--- src/rtl/burst_seq_pkg.sv ---
// Shared types for the burst read sequencer.
package burst_seq_pkg;

    // Sequencer phase: idle, access wait (first word or boundary stall), data streaming
    typedef enum logic [1:0] {
        SEQ_IDLE   = 2'd0,
        SEQ_WAIT   = 2'd1,
        SEQ_STREAM = 2'd2
    } seq_state_t;

endpackage

--- src/rtl/burst_seq_ctrl.sv ---
// Phase controller for the burst read sequencer.
// Does: tracks idle / access-wait / streaming, counts the access latency for the
//       first word and for every group-boundary stall, aborts on chip-enable high.
// Assumes: LATENCY >= 1; group_end is valid for the address currently presented.
module burst_seq_ctrl
    import burst_seq_pkg::*;
#(
    parameter int LATENCY = 5
) (
    input  logic       clk,
    input  logic       rst_n,
    input  logic       ce_n,
    input  logic       adv_n,
    input  logic       group_end,
    output seq_state_t state,
    output logic       wait_last,
    output logic       load,
    output logic       step
);

    localparam int CNT_W = $clog2(LATENCY + 1);
    localparam logic [CNT_W-1:0] RELOAD = CNT_W'(LATENCY - 1);

    logic [CNT_W-1:0] cnt;

    // Purpose: advance the phase and the latency countdown each clock
    always_ff @(posedge clk) begin
        if (!rst_n) begin
            state <= SEQ_IDLE;
            cnt   <= '0;
        end else if (ce_n) begin
            state <= SEQ_IDLE;
            cnt   <= '0;
        end else if (!adv_n) begin
            state <= SEQ_WAIT;
            cnt   <= RELOAD;
        end else begin
            unique case (state)
                SEQ_WAIT: begin
                    if (cnt == '0) begin
                        state <= SEQ_STREAM;
                    end else begin
                        cnt <= cnt - 1'b1;
                    end
                end
                SEQ_STREAM: begin
                    if (group_end) begin
                        state <= SEQ_WAIT;
                        cnt   <= RELOAD;
                    end
                end
                default: begin
                    state <= SEQ_IDLE;
                end
            endcase
        end
    end

    // Purpose: derive strobes for the address counter and the output stage
    always_comb begin
        load      = !ce_n && !adv_n;
        step      = !ce_n && adv_n && (state == SEQ_STREAM);
        wait_last = (state == SEQ_WAIT) && (cnt == '0);
    end

    // chip-enable high at an edge leaves the sequencer idle
    assert_abort_idle_R8: assert property (@(posedge clk) disable iff (!rst_n)
        ce_n |=> state == SEQ_IDLE);

    // a wait that is not finished shortens by one clock per edge
    assert_wait_countdown_R2: assert property (@(posedge clk) disable iff (!rst_n)
        (state == SEQ_WAIT && cnt != '0 && !ce_n && adv_n)
        |=> (state == SEQ_WAIT && cnt == $past(cnt) - 1'b1));

    // a latch during any phase restarts the full wait
    assert_latch_restart_R10: assert property (@(posedge clk) disable iff (!rst_n)
        (!ce_n && !adv_n) |=> (state == SEQ_WAIT && cnt == RELOAD));

endmodule

--- src/rtl/burst_addr_ctr.sv ---
// Word address counter for the burst read sequencer.
// Does: loads the start address, then steps linearly by one word, wrapping at the
//       top of the address space; flags the last word of each 2^GROUP_LOG2 group.
// Assumes: load has priority over step; GROUP_LOG2 <= ADDR_W.
module burst_addr_ctr #(
    parameter int ADDR_W     = 24,
    parameter int GROUP_LOG2 = 7
) (
    input  logic              clk,
    input  logic              rst_n,
    input  logic              load,
    input  logic [ADDR_W-1:0] load_addr,
    input  logic              step,
    output logic [ADDR_W-1:0] addr,
    output logic              group_end
);

    // Purpose: hold the current word address
    always_ff @(posedge clk) begin
        if (!rst_n) begin
            addr <= '0;
        end else if (load) begin
            addr <= load_addr;
        end else if (step) begin
            addr <= addr + 1'b1;
        end
    end

    // Purpose: mark the last word before a group boundary
    always_comb begin
        group_end = &addr[GROUP_LOG2-1:0];
    end

    // a latch captures the start address
    assert_load_capture_R2: assert property (@(posedge clk) disable iff (!rst_n)
        load |=> addr == $past(load_addr));

    // streaming steps by one, wrapping linearly through zero
    assert_linear_step_R3: assert property (@(posedge clk) disable iff (!rst_n)
        (step && !load) |=> addr == $past(addr) + 1'b1);

endmodule

--- src/rtl/burst_out_stage.sv ---
// Output stage for the burst read sequencer.
// Does: forms the word value from the address pattern, qualifies it as valid
//       in the data phase, and produces ready either with data or one cycle ahead.
// Assumes: wait_last is high only in the final wait cycle before data.
module burst_out_stage
    import burst_seq_pkg::*;
#(
    parameter int              ADDR_W  = 24,
    parameter int              DATA_W  = 16,
    parameter logic [DATA_W-1:0] PATTERN = 16'hA5C3
) (
    input  seq_state_t        state,
    input  logic              wait_last,
    input  logic              group_end,
    input  logic              oe_n,
    input  logic              lead,
    input  logic [ADDR_W-1:0] addr,
    output logic [DATA_W-1:0] rd_data,
    output logic              rd_valid,
    output logic              rdy
);

    logic streaming;
    logic next_valid;

    // Purpose: stand-in array read, address mixed with a fixed pattern
    always_comb begin
        rd_data = DATA_W'(addr) ^ PATTERN;
    end

    // Purpose: valid word this cycle, and whether the next cycle will hold one
    always_comb begin
        streaming  = (state == SEQ_STREAM);
        next_valid = wait_last || (streaming && !group_end);
        rd_valid   = streaming && !oe_n;
    end

    // Purpose: pick ready timing from the configuration input
    always_comb begin
        if (lead) begin
            rdy = next_valid && !oe_n;
        end else begin
            rdy = rd_valid;
        end
    end

endmodule

--- src/rtl/burst_read_seq.sv ---
// Synchronous burst read sequencer with row-boundary latency insertion.
// Does: latches a start address on the address-valid strobe, waits LATENCY clocks,
//       streams one word per clock, and re-inserts LATENCY clocks at every
//       2^GROUP_LOG2-word boundary (including the wrap to zero).
// Assumes: synchronous active-low reset; enables and strobe sampled on rising edges.
module burst_read_seq
    import burst_seq_pkg::*;
#(
    parameter int                ADDR_W     = 24,
    parameter int                DATA_W     = 16,
    parameter int                GROUP_LOG2 = 7,
    parameter int                LATENCY    = 5,
    parameter logic [DATA_W-1:0] PATTERN    = 16'hA5C3
) (
    input  logic              clk,
    input  logic              rst_n,
    input  logic              ce_n,
    input  logic              oe_n,
    input  logic              adv_n,
    input  logic [ADDR_W-1:0] start_addr,
    input  logic              cfg_rdy_lead,
    output logic [ADDR_W-1:0] rd_addr,
    output logic [DATA_W-1:0] rd_data,
    output logic              rd_valid,
    output logic              rdy
);

    seq_state_t state;
    logic       wait_last;
    logic       load;
    logic       step;
    logic       group_end;

    burst_seq_ctrl #(
        .LATENCY (LATENCY)
    ) i_ctrl (
        .clk       (clk),
        .rst_n     (rst_n),
        .ce_n      (ce_n),
        .adv_n     (adv_n),
        .group_end (group_end),
        .state     (state),
        .wait_last (wait_last),
        .load      (load),
        .step      (step)
    );

    burst_addr_ctr #(
        .ADDR_W     (ADDR_W),
        .GROUP_LOG2 (GROUP_LOG2)
    ) i_addr (
        .clk       (clk),
        .rst_n     (rst_n),
        .load      (load),
        .load_addr (start_addr),
        .step      (step),
        .addr      (rd_addr),
        .group_end (group_end)
    );

    burst_out_stage #(
        .ADDR_W  (ADDR_W),
        .DATA_W  (DATA_W),
        .PATTERN (PATTERN)
    ) i_out (
        .state     (state),
        .wait_last (wait_last),
        .group_end (group_end),
        .oe_n      (oe_n),
        .lead      (cfg_rdy_lead),
        .addr      (rd_addr),
        .rd_data   (rd_data),
        .rd_valid  (rd_valid),
        .rdy       (rdy)
    );

    // the last word of a group is followed by a non-valid cycle
    assert_boundary_stall_R4: assert property (@(posedge clk) disable iff (!rst_n)
        (rd_valid && group_end && !ce_n && adv_n) |=> !rd_valid);

    // in with-data mode a valid word always carries ready
    assert_rdy_with_data_R6: assert property (@(posedge clk) disable iff (!rst_n)
        (!cfg_rdy_lead && rd_valid) |-> rdy);

    // in lead mode ready promises a valid word on the next cycle
    assert_rdy_lead_R7: assert property (@(posedge clk) disable iff (!rst_n)
        (cfg_rdy_lead && rdy)
        |=> (rd_valid || $past(ce_n) || !$past(adv_n) || oe_n));

    // output disable hides valid and ready
    assert_oe_mask_R9: assert property (@(posedge clk) disable iff (!rst_n)
        oe_n |-> (!rd_valid && !rdy));

endmodule

--- config.mk ---
export PLATFORM = sky130hd
export DESIGN_NAME = burst_read_seq
export DESIGN_NICKNAME = d
export VERILOG_FILES = /design/src/rtl/burst_seq_pkg.sv /design/src/rtl/burst_seq_ctrl.sv /design/src/rtl/burst_addr_ctr.sv /design/src/rtl/burst_out_stage.sv /design/src/rtl/burst_read_seq.sv
export SDC_FILE = /design/constraint.sdc
export NUM_CORES = 1
export LEC_CHECK = 0
export CAP_MARGIN = 25
export CORE_UTILIZATION = 40
export DETAILED_ROUTE_END_ITERATION = 6
export PLACE_DENSITY_LB_ADDON = 0.1
export SYNTH_ARGS = -nofsm -noshare
export SYNTH_HDL_FRONTEND = slang
export SYNTH_SLANG_ARGS = --single-unit
--- constraint.sdc ---
create_clock -name clk -period 2.2 [get_ports clk]
set_input_delay 0.44 -clock clk [delete_from_list [all_inputs] [get_ports clk]]
set_output_delay 0.44 -clock clk [all_outputs]
set_load 0.005 [all_outputs]
==> results of run 1 <==
[per-stage QoR]
stage               instances  util [%]  area, sq um  total power, W
global placement          410      61.6         2950        0.000869
finish                    420      63.9         3060         0.00129
floorplan                 264         -         2010        0.000699
global route              420      63.9         3060         0.00135
detailed placement        410      61.6         2950        0.000871
CTS                       419      63.5         3040         0.00129
[path summary, 6_finish.rpt]
path	cells past startpoint	endpoint	slack [ns]	startpoint
worst max register to register	4	i_addr.addr[22]$_SDFFE_PN0P_	0.15	i_addr.addr[5]$_SDFFE_PN0P_
worst max-delay path	7	rdy	0.13	i_addr.addr[0]$_SDFFE_PN0P_
worst min-delay path	2	i_ctrl.cnt[0]$_SDFFE_PP0P_	0.55	i_ctrl.cnt[0]$_SDFFE_PP0P_
worst min register to register	2	i_ctrl.cnt[0]$_SDFFE_PP0P_	0.55	i_ctrl.cnt[0]$_SDFFE_PP0P_
[layout make-up]
type / instances / area [sq um] / share of cell area [%]
multi-input combinational: 195 / 1260 / 41.2
timing repair buffer: 106 / 997 / 32.6
sequential: 29 / 583 / 19.1
tap: 67 / 83.8 / 2.74
clock buffer: 8 / 80.1 / 2.62
inverter: 15 / 56.3 / 1.84
[power breakdown]
| part | total [W] | switching [W] | internal, W |
|---|---|---|---|
| clock | 0.000424 | 0.000200 | 0.000224 |
| sequential | 0.000570 | 0.0000233 | 0.000546 |
| combinational | 0.000294 | 0.000126 | 0.000168 |
[sequential cells by signal, indices dropped and copies added, names as in the netlist]
register and count:
i_addr.addr 24, i_ctrl.cnt 3, i_ctrl.state 2
[routing by layer]
metal | part of all wire [%] | vias to the layer above | track usage [%]
met5 | 0 | - | 0
met4 | 1.1 | 0 | 7.19
met3 | 5.9 | 6 | 5.39
met2 | 46 | 80 | 42.0
met1 | 47 | 1110 | 34.9
li1 | - | 1180 | -
[what timing repair did]
action	in CTS	in global routing
endpoints found under the hold margin	0	0
hold buffers	0	0
pin swaps	1	1
gates resized for setup	2	6
setup buffers	1	1
setup endpoints to repair	1	1
[critical path: stages, from the launching register on]
cell	delay [ns]
dfxtp_2	0.32
ha_2	0.18
nand4_1	0.11
buf_4	0.13
nor2_2	0.04
a21o_1	0.18
a21oi_1	0.15
dlygate4sd2_1	0.25
[layout by cell type (no fill, tap or decap), types with 7 or more instances in the layout]
| master | n |
|---|---|
| buf_4 | 33 |
| dfxtp_1 | 27 |
| a211oi_1 | 14 |
| nor2_1 | 18 |
| inv_1 | 14 |
| nor2b_1 | 7 |
| nor3_1 | 12 |
| o21ai_0 | 18 |
| clkdlybuf4s50_1 | 70 |
| a21oi_1 | 11 |
| o22ai_1 | 9 |
| nand2_1 | 14 |
| nand3_1 | 9 |
[kinds of logic after synthesis]
| group | synth area share (%) |
|---|---|
| simple gates | 29.0 |
| buf+inv | 9.04 |
| compound gates | 30.1 |
| mux | 0.998 |
| flops | 28.9 |
| fa+ha+maj | 1.87 |
==> flow_summary.toml, run 1 <==
[run_status]
status = "finished, final reports clean"

[worst_setup_path]
crit_arrival_ns = 1.63
worstPathMaxFanout = 2
critPathCaptureType = "output port"
crit_required_ns = 1.76
critPathLaunchType = "flop"
critPathKind = "flop to output port"

[synthesis]
async_flop_share_pct = 0
yosysUniqueCellTypes = 50
synth.largest_area_cell = "dfxtp_1"
synth_edf_count = 0
synth.most_common_cell = "dfxtp_1"
synth_top_flop_cell = "dfxtp_1"
synth_area_leaders = "dfxtp_1 (29%), a211oi_1 (5.6%), o21ai_0 (4.5%)"
synth_seq_cells = 29
yosys_warnings = 0
synth_fp_nets = 297
synthesis.area_sq_mm = 0.00201
synth_cells = 264
synth_top_area_share_pct = 28.9
synth_area_per_cell_sq_um = 7.60
ys_seq_area_share_pct = 28.9
synth_common_cells = "dfxtp_1 (29), nor2_1 (19), o21ai_0 (18), a211oi_1 (15), clkbuf_1 (15)"

[timing]
finalHoldViolations = 0
min_period_ns = 2.07
whs_ns = 0.554
skew_ns = 0.00323
finalCritPeriodShare_pct = 94.1
finalSetupViolations = 0
tns_ns = 0
tightest_slew_ns = 0.508
slew_violations = 0
rsz0062_at_grt = "no"
max_freq_ghz = 0.483
slew_headroom_pct = 65.9
final.setup.worst_slack_ns = 0.129

[cts]
htreeDepth = 2
cts_buffers = 5
cts_tree = "built"
root_buffer = "clkbuf_8"
clk_latency_ns = 0.28
clock-sinks = 29
clk_path_buf_depth = 2
cts.clk_slew.worst_paths_ns = 0.06

[grt]
grtUsageTotal_pct = 25.9
grt_overflow = 0
antenna_found_initial = 0
grt_pass1_wl_um = 10600
grt_start_max_net_pins = 27
grt_pass1_vias = 2252

[floorplanning]
io_pins = 72
start_util_pct = 41.9
dieArea_sq_mm = 0.00530
row_count = 25
dieWidth_um = 72.8
core_area_sq_mm = 0.00479
die_h_um = 72.8

[cells_and_area]
final_nets = 385
drive_gt1_share_pct = 15.3
insertedDiodeCount = 0
fillers = 427
area_delta_synth_final_pct = 52.6

[placement]
routabilityCongestion = 0.857
post-place-ws_ns = 0.0236
port_buffers = 71
dp.final_hpwl_um = 4690

[drt]
routed_wl_um = 6410
drc_errors = 0
ant_nets = 0
drt_first_pass_iters = 4
drt_iter0_drc = 136
viasPerCell = 5.66
routed-via-count = 2376
wire_per_inst_um = 15.3

[power_and_ir_drop]
power_leakage_nw = 1.03
ir_worst_vdd_mv = 0.203
power_density_mw_per_mm2 = 421

[flow_run]
cap_violations = 0

[hold_path]
hold_path_class = "flop to flop"
No activity file was read; power rests on OpenSTA's default activity.
==> run 2, diff against run 1 <==
Settings changed: GPL_TIMING_DRIVEN set to 0, SLEW_MARGIN set to 10.
==> run 2 against run 1 <==
Compared with the run above: sequential power up 2%; routed wire length up 5.1%; count of clock-buffer cells in the layout down 1; non-clock buffer count down 7; total power up 5.8%; sequential share of layout area up 0.87 points; critical path depth down 2; hold slack better by 0.0043 ns; design area down 2.1%; core utilization down 1.3 points; clock power up 20%; combinational power down 8.8%.
==> flow_summary.toml, run 2 (synthesis results as in run 1) <==
[cells_and_area]
largest_registers = "i_addr.addr: 24 flops, i_ctrl.cnt: 3 flops, i_ctrl.state: 2 flops"
area_delta_synth_final_pct = 49.4
top_register = "i_addr.addr"
final_nets = 378
insertedDiodeCount = 0
multi_input_comb_area_sq_mm = 0.00129
largest_reg_flops = 24
ff_latch_area_sq_um = 597
fillers = 463
final_common_cell = "clkdlybuf4s50_1"
layout_common_cells = "clkdlybuf4s50_1 (69), dfxtp_1 (20), nor2_1 (18), o21ai_0 (18), a211oi_1 (15)"
drive_gt1_share_pct = 13.3

[floorplanning]
die_h_um = 72.8
row_count = 25
io_pins = 72
dieWidth_um = 72.8
start_util_pct = 41.9
dieArea_sq_mm = 0.00530
core_area_sq_mm = 0.00479

[drt]
routed_wl_um = 6740
drt_first_pass_iters = 5
drt_iter0_drc = 156
wire_per_inst_um = 16.3
viasPerCell = 5.85
drc_errors = 0
routed-via-count = 2416
ant_nets = 0

[timing]
max_freq_ghz = 0.461
finalSetupViolations = 0
finalCritPeriodShare_pct = 98.5
slew_violations = 0
min_period_ns = 2.17
skew_ns = 0.0100
slew_headroom_pct = 57.9
finalHoldViolations = 0
final.setup.worst_slack_ns = 0.0321
tightest_slew_ns = 0.632
whs_ns = 0.558

[placement]
dp.final_hpwl_um = 4780
port_buffers = 70
routabilityCongestion = 0.885
post-place-ws_ns = -0.577

[power_and_ir_drop]
power_density_mw_per_mm2 = 454
power_leakage_nw = 0.961
comb_power_share_pct = 19.7
internal-power_w = 0.000980
ir_worst_vdd_mv = 0.226
p_sw_share_pct = 28.1
switchingPower_w = 0.000382
seq_power_share_pct = 42.9
clkPwrFrac_pct = 37.4

[run_status]
status = "finished, final reports clean"

[grt]
use_met2_pct = 41.2
met1_usage_pct = 35.6
grt_start_max_net_pins = 13
use_met3_pct = 5.66
antenna_found_initial = 0
grt_pass1_vias = 2143
grt_pass1_wl_um = 10500
grt_overflow = 0
busiest_layer = "met2"
grtUsageTotal_pct = 26.1

[worst_setup_path]
critPathKind = "flop to flop"
crit_required_ns = 2.41
worstPathMaxFanout = 7
crit_arrival_ns = 2.37
critPathLaunchType = "flop"
critPathCaptureType = "flop"

[cts]
clock-sinks = 29
root_buffer = "clkbuf_8"
holdBufCountCts = 0
cts_tree = "built"
htreeDepth = 2
clk_latency_ns = 0.29
cts_buffers = 5
clk_path_buf_depth = 2
cts.clk_slew.worst_paths_ns = 0.07

[hold_path]
hold_path_class = "flop to flop"

[flow_run]
cap_violations = 0
-- run 2: cell count changes in the layout (fill, tap and decap cells not counted), sizes merged --
cell	before	now
buf	35	15
clkbuf	8	22
clkdlybuf4s50	70	69
clkinv	1	2
dlygate4sd2	1	0
-- run 2: per-layer routing --
layer,share of wire [%],up-vias,wire (um)
li1,-,1166,-
met1,45,1140,3020
met2,46,100,3100
met5,0,-,0
met4,1.6,0,107
met3,7.6,10,510
-- run 2: power groups by stage --
| stage | clock (W) | sequential (W) | combinational [W] |
|---|---|---|---|
| after floorplan | 0 | 0.000586 | 0.000113 |
| after global placement | 0 | 0.000592 | 0.000257 |
| after detailed placement | 0 | 0.000592 | 0.000259 |
| after CTS | 0.000517 | 0.000581 | 0.000261 |
| after global routing | 0.000534 | 0.000588 | 0.000289 |
| final | 0.000510 | 0.000584 | 0.000268 |
-- run 2: area by class of cell --
type                            instances  share of cell area [%]
Inverter                               15                    1.88
Tap cell                               67                    2.80
Sequential cell                        29                    19.9
Timing Repair Buffer                   75                    24.5
Multi-Input combinational cell        195                    43.1
Buffer                                 24                    4.43
Clock buffer                            7                    3.22
Clock inverter                          1                   0.167
-- run 2: repair_timing --
| action | CTS | global route |
|---|---|---|
| resized for setup | 16 | 11 |
| buffers inserted | 1 | 4 |
| endpoints found under the setup margin | 18 | 8 |
| pin swaps | 0 | 3 |
-- run 2: worst max-delay path, cell delays in order, from the launching register on --
cell,delay [ns]
dfxtp_4,0.41
ha_4,0.15
nand4_1,0.16
or4_4,0.58
or4b_1,0.52
a211oi_1,0.26
-- run 2: worst paths after layout --
kind,start,to,slack [ns],cells after the start
min,i_ctrl.cnt[0]$_SDFFE_PP0P_,i_ctrl.cnt[0]$_SDFFE_PP0P_,0.56,2
max reg2reg,i_addr.addr[1]$_SDFFE_PN0P_,i_addr.addr[22]$_SDFFE_PN0P_,0.03,5
max,i_addr.addr[1]$_SDFFE_PN0P_,i_addr.addr[22]$_SDFFE_PN0P_,0.03,5
min reg2reg,i_ctrl.cnt[0]$_SDFFE_PP0P_,i_ctrl.cnt[0]$_SDFFE_PP0P_,0.56,2
-- run 2: per-stage QoR --
step / util (%) / total power, W / std cells / setup TNS [ns] / area, sq um
floorplan: - / 0.000699 / 264 / 0 / 2010
global placement: 58.3 / 0.000849 / 401 / -6.73 / 2790
detailed placement: 58.3 / 0.000851 / 401 / -7.74 / 2790
CTS: 61.5 / 0.00136 / 409 / 0 / 2950
global route: 62.6 / 0.00141 / 413 / -0.00120 / 3000
finish: 62.6 / 0.00136 / 413 / 0 / 3000
